$ cat config.mk
export PLATFORM = sky130hd
export DESIGN_NAME = io_port_decode_top
export DESIGN_NICKNAME = d
export VERILOG_FILES = /design/src/rtl/io_dec_pkg.sv /design/src/rtl/io_strobe_gen.sv /design/src/rtl/io_addr_decoder.sv /design/src/rtl/io_in_buffer.sv /design/src/rtl/io_out_latch.sv /design/src/rtl/io_port_decode_top.sv
export SDC_FILE = /design/constraint.sdc
export NUM_CORES = 1
export LEC_CHECK = 0
export BUFFER_PORTS_ARGS = -buffer_cell sky130_fd_sc_hd__buf_4
export CAP_MARGIN = 15
export CORE_ASPECT_RATIO = 1.5
export CORE_UTILIZATION = 38
export CTS_BUF_LIST = sky130_fd_sc_hd__clkbuf_16
export DETAILED_ROUTE_END_ITERATION = 8
export GPL_TIMING_DRIVEN = 0
export PLACE_DENSITY = 0.68
export REMOVE_ABC_BUFFERS = 1
export SYNTH_ARGS = -nofsm -noshare
export SYNTH_HDL_FRONTEND = slang
export SYNTH_SLANG_ARGS = --single-unit
$ cat constraint.sdc
create_clock -name clk -period 2.76 [get_ports clk]
set_input_delay 0.552 -clock clk [delete_from_list [all_inputs] [get_ports clk]]
set_output_delay 0.552 -clock clk [all_outputs]
set_load 0.005 [all_outputs]
$ cat src/rtl/io_dec_pkg.sv
package io_dec_pkg;

    typedef enum logic {
        CYC_MEM = 1'b0,
        CYC_IO  = 1'b1
    } cyc_kind_e;

    function automatic logic strobe_active_n(input logic kind, input logic cpu_n);
        return !((kind == CYC_IO) && !cpu_n);
    endfunction

endpackage

$ cat src/rtl/io_strobe_gen.sv
module io_strobe_gen
    import io_dec_pkg::*;
(
    input  logic io_mem,
    input  logic rd_n,
    input  logic wr_n,
    output logic iord_n,
    output logic iowr_n
);
    always_comb begin
        iord_n = strobe_active_n(io_mem, rd_n);
        iowr_n = strobe_active_n(io_mem, wr_n);
    end
endmodule

$ cat src/rtl/io_addr_decoder.sv
module io_addr_decoder #(
    parameter int ADDR_W    = 8,
    parameter int SEL_W     = 3,
    parameter int BASE_ADDR = 'h80,
    localparam int NUM_SEL  = 1 << SEL_W,
    localparam int HI_W     = ADDR_W - SEL_W
) (
    input  logic [ADDR_W-1:0]  addr,
    output logic [NUM_SEL-1:0] sel_n
);
    localparam logic [HI_W-1:0] BASE_HI = BASE_ADDR[ADDR_W-1:SEL_W];

    logic            dec_en;
    logic [SEL_W-1:0] dec_lo;

    always_comb begin
        dec_en = (addr[ADDR_W-1:SEL_W] == BASE_HI);
        dec_lo = addr[SEL_W-1:0];
    end

    for (genvar k = 0; k < NUM_SEL; k++) begin : g_out
        always_comb sel_n[k] = !(dec_en && (dec_lo == SEL_W'(k)));
    end
endmodule

$ cat src/rtl/io_in_buffer.sv
module io_in_buffer #(
    parameter int DATA_W = 8
) (
    input  logic              sel_in_n,
    input  logic              iord_n,
    input  logic [DATA_W-1:0] sw_in,
    output logic [DATA_W-1:0] rdata,
    output logic              rdata_oe
);
    always_comb begin
        rdata_oe = !sel_in_n && !iord_n;
        rdata    = rdata_oe ? sw_in : '0;
    end
endmodule

$ cat src/rtl/io_out_latch.sv
module io_out_latch #(
    parameter int DATA_W = 8
) (
    input  logic              clk,
    input  logic              rst,
    input  logic              sel_out_n,
    input  logic              iowr_n,
    input  logic [DATA_W-1:0] wdata,
    output logic [DATA_W-1:0] disp
);
    typedef struct packed {
        logic              act;
        logic [DATA_W-1:0] cap;
        logic [DATA_W-1:0] disp;
    } latch_st_t;

    latch_st_t st_d, st_q;
    logic      hit;

    always_comb begin
        hit       = !iowr_n && !sel_out_n;
        st_d      = st_q;
        st_d.act  = hit;
        if (hit)
            st_d.cap = wdata;
        if (st_q.act && !hit)
            st_d.disp = st_q.cap;
    end

    always_ff @(posedge clk) begin
        if (rst) st_q <= '0;
        else     st_q <= st_d;
    end

    always_comb disp = st_q.disp;

    AST_DISP_HOLD: assert property (@(posedge clk) disable iff (rst)
        !st_q.act |=> $stable(disp));
    AST_RESET_CLEAR: assert property (@(posedge clk)
        rst |=> (disp == '0));
endmodule

$ cat src/rtl/io_port_decode_top.sv
module io_port_decode_top #(
    parameter int ADDR_W    = 8,
    parameter int DATA_W    = 8,
    parameter int SEL_W     = 3,
    parameter int BASE_ADDR = 'h80,
    parameter int IN_IDX    = 0,
    parameter int OUT_IDX   = 1,
    localparam int NUM_SEL  = 1 << SEL_W,
    localparam int HI_W     = ADDR_W - SEL_W
) (
    input  logic               clk,
    input  logic               rst,
    input  logic [ADDR_W-1:0]  addr,
    input  logic               io_mem,
    input  logic               rd_n,
    input  logic               wr_n,
    input  logic [DATA_W-1:0]  wdata,
    input  logic [DATA_W-1:0]  sw_in,
    output logic               iord_n,
    output logic               iowr_n,
    output logic [NUM_SEL-1:0] sel_n,
    output logic [DATA_W-1:0]  rdata,
    output logic               rdata_oe,
    output logic [DATA_W-1:0]  disp
);
    localparam logic [HI_W-1:0] BASE_HI = BASE_ADDR[ADDR_W-1:SEL_W];

    io_strobe_gen u_strobe (
        .io_mem (io_mem),
        .rd_n   (rd_n),
        .wr_n   (wr_n),
        .iord_n (iord_n),
        .iowr_n (iowr_n)
    );

    io_addr_decoder #(
        .ADDR_W    (ADDR_W),
        .SEL_W     (SEL_W),
        .BASE_ADDR (BASE_ADDR)
    ) u_dec (
        .addr  (addr),
        .sel_n (sel_n)
    );

    io_in_buffer #(.DATA_W(DATA_W)) u_inbuf (
        .sel_in_n (sel_n[IN_IDX]),
        .iord_n   (iord_n),
        .sw_in    (sw_in),
        .rdata    (rdata),
        .rdata_oe (rdata_oe)
    );

    io_out_latch #(.DATA_W(DATA_W)) u_outlat (
        .clk       (clk),
        .rst       (rst),
        .sel_out_n (sel_n[OUT_IDX]),
        .iowr_n    (iowr_n),
        .wdata     (wdata),
        .disp      (disp)
    );

    AST_MEM_NO_STROBE: assert property (@(posedge clk) disable iff (rst)
        !io_mem |-> (iord_n && iowr_n && !rdata_oe));
    AST_ONE_SELECT: assert property (@(posedge clk) disable iff (rst)
        $countones(~sel_n) <= 1);
    AST_UPPER_MISS: assert property (@(posedge clk) disable iff (rst)
        (addr[ADDR_W-1:SEL_W] != BASE_HI) |-> (&sel_n));
    AST_OE_NEEDS_READ: assert property (@(posedge clk) disable iff (rst)
        rdata_oe |-> (!rd_n && io_mem && !sel_n[IN_IDX]));
    AST_MEM_DISP_KEEP: assert property (@(posedge clk) disable iff (rst)
        (!io_mem && $past(!io_mem) && !$past(rst)) |=> $stable(disp));
endmodule

==> results.sh <==
export IMPL_drc=0
export IMPL_synth_compound_area_share_pct=21.87
export IMPL_slowest_stage="or4b_4"
export IMPL_clk_path_buf_depth=2
export IMPL_n_fill_cell=299
export IMPL_hold_violations=0
export IMPL_first_pass_iters=4
export IMPL_crit_path_max_incr_delay_ns=0.52
export IMPL_cp_max_fo=9
export IMPL_yosys_area_share_adder_pct=0
export IMPL_most_common_layout_cells="buf_4, dfxtp_1, nand4_1"
export IMPL_clk_latency_ns=0.25
export IMPL_path_clk_slew_ns=0.05
export IMPL_initial_core_util_pct=40.43
export IMPL_met1_usage_pct=26.03
export IMPL_syn_cell_area_um2=1190
export IMPL_synthCells=144
export IMPL_synth_simple_gate_area_share_pct=37.54
export IMPL_ir_worst_vdd_mv=0.2779
export IMPL_cts_sinks=17
export IMPL_hold_buffers=0
export IMPL_synth_top_family_by_area="simple AND/OR/NAND/NOR gates"
export IMPL_row_count=24
export IMPL_synth_edf_count=0
export IMPL_gp_congestion=0.7366
export IMPL_cp_required_ns=2.21
export IMPL_fin_crit_sh_pct=89.97
export IMPL_grt_ovfl_total=0
export IMPL_fin_skew_ns=0.0005959
export IMPL_power_density_nw_per_um2=374.8
export IMPL_synth_seq_area_share_pct=28.60
export IMPL_setup_viol=0
export IMPL_ant_nets=0
export IMPL_yosysTopAreaCellShare_pct=28.60
export IMPL_power_leakage_uw=0.0006613
export IMPL_drv_cap=0
export IMPL_grt_pass1_vias=1161
export IMPL_drt_initial_drc_count=47
export IMPL_cts_root_buf="clkbuf_16"
export IMPL_period_minus_slack_ns=2.483
export IMPL_status="finished clean"
export IMPL_ff2ff_setup_slack_ns=1.39
export IMPL_synth_xor_area_share_pct=0
export IMPL_grt_pass1_wl_um=5106
export IMPL_finalInstanceArea_um2=1624
export IMPL_vias=1292
export IMPL_fin_tns_setup_ns=0
export IMPL_yosys_area_top_type="dfxtp_1"
export IMPL_place_area_um2=1539
export IMPL_die_width_um=47.69
export IMPL_synth_warnings=0
export IMPL_met3_usage_pct=2.551
export IMPL_async_flop_share_pct=0
export IMPL_worst_setup_path_type="in2out"
export IMPL_tightest_slew_ns=1.235
export IMPL_track_usage_pct=20.37
export IMPL_antenna_found_initial=0
export IMPL_diodes=0
export IMPL_dieArea_um2=3364
export IMPL_syn_avg_cell_area_um2=8.263
export IMPL_routedWlPerCell_um=14.97
export IMPL_synthTopCellsByArea="dfxtp_1, nand4_1, buf_4"
export IMPL_met2_usage_pct=31.98
export IMPL_ys_ff_latch=17
export IMPL_final_layout_size_suffix_gt1_share_pct=37.02
export IMPL_rsz0062_at_grt="false"
export IMPL_top_usage_layer="met2"
export IMPL_synth_ff_type="dfxtp_1"
export IMPL_finalNetCount=211
export IMPL_tritoncts="done"
export IMPL_via_per_inst=5.873
export IMPL_wirelength_um=3294
export IMPL_io_pins=56
export IMPL_relSlewSlack_pct=17.51
export IMPL_hold_class="reg2reg"
export IMPL_cts_buffers=3
export IMPL_cp_start_kind="primary input"
export IMPL_finalMaxSlewViolations=0
export IMPL_cts_max_level=1
export IMPL_arrival_ns=1.93
export IMPL_path_cells="buf_4 > or4b_4 > nor4b_4 > and2_1 > buf_4"
export IMPL_cts_resized=0
export IMPL_ys_types=32
export IMPL_fmax_mhz=402.7
export IMPL_core_area_um2=2943
export IMPL_post_cts_buffers=0
export IMPL_synthMuxAreaShare_pct=0
export IMPL_critPathMostFrequentCell="buf_4"
export IMPL_die_h_um=70.54
export IMPL_area_growth_pct=36.49
export IMPL_final_common_cell="buf_4"
export IMPL_worst_setup_path_end_kind="output port"
export IMPL_dp_hpwl_um=2300
export IMPL_grt_max_degree=27
export IMPL_io_buffer_count=55
synthesized netlist by cell type (2+ instances only):
master and count:
nand3_1 2, and3b_1 9, buf_4 11, o31ai_1 6, o21ai_0 8, and2_1 8, dfxtp_1 17, nor3b_1 2
buf_2 3, o31ai_2 2, nand2_1 5, clkbuf_1 6, nor2b_1 9, a31oi_1 8, a21oi_1 8, o211ai_1 8
buf_1 2, nand4_1 16
worst max-delay path, delay by kind of cell:
family / cells / cell delay (ns)
AND/OR/NAND/NOR: 3 / 1.13
buffers and inverters: 2 / 0.25
metrics by stage:
step | setup WS [ns] | hold WS, ns | utilization [%] | total power (µW) | instances
3_3_place_gp | -0.8970 | 0.4613 | 51.40 | 320.0 | 215
4_1_cts | 0.005560 | 0.4811 | 54.97 | 611.7 | 220
6_report | 0.2769 | 0.4823 | 55.19 | 608.7 | 220
2_1_floorplan | 0.1359 | 0.4467 | - | 270.4 | 121
5_1_grt | 0.1109 | 0.5018 | 55.19 | 625.6 | 220
3_5_place_dp | -0.01639 | 0.4741 | 52.30 | 325.7 | 216
metal layers:
layer	vias to the layer above	part of all wire (%)
met5	-	0
met4	0	1.8
met3	4	8.8
met2	82	50
met1	592	39
li1	614	-
sequential cells by signal, summed over array words and instances (netlist names):
signal / flops
u_outlat.disp: 8
u_outlat.st_q: 9
kinds of logic (layout without fill, tap and decap cells):
family / after synthesis / count (layout)
flip-flops: 17 / 17
buffers and inverters: 24 / 61
AND/OR/NAND/NOR: 63 / 63
AO/OA/AOI/OAI: 40 / 40
power breakdown:
part | leakage, µW | total [µW] | switching, µW | internal [µW]
combinational | 0.000482 | 75.9 | 38.7 | 37.3
clock | 0.0000423 | 287 | 94.6 | 192
sequential | 0.000137 | 246 | 0.113 | 246
total | 0.000661 | 609 | 133 | 475
area by class of cell:
class,instances,area (µm²),share of cell area (%)
clock inverters,1,3.754,0.2311
inverters,1,7.507,0.4622
clock buffers,3,75.07,4.622
flip-flops and latches,17,340.3,20.96
well taps,39,48.80,3.005
repair buffers,56,424.2,26.12
multi-input cells,103,724.4,44.61
worst paths after layout:
kind	cells past startpoint	startpoint	endpoint
worst max-delay path	5	addr[0]	rdata[3]
worst min-delay path	2	u_outlat.st_q[10]$_SDFFE_PP0P_	u_outlat.st_q[10]$_SDFFE_PP0P_
worst max register to register	3	u_outlat.st_q[16]$_SDFF_PP0_	u_outlat.disp[1]$_SDFFE_PP0P_
worst min register to register	2	u_outlat.st_q[10]$_SDFFE_PP0P_	u_outlat.st_q[10]$_SDFFE_PP0P_
Power figures use the tool's default switching activity.
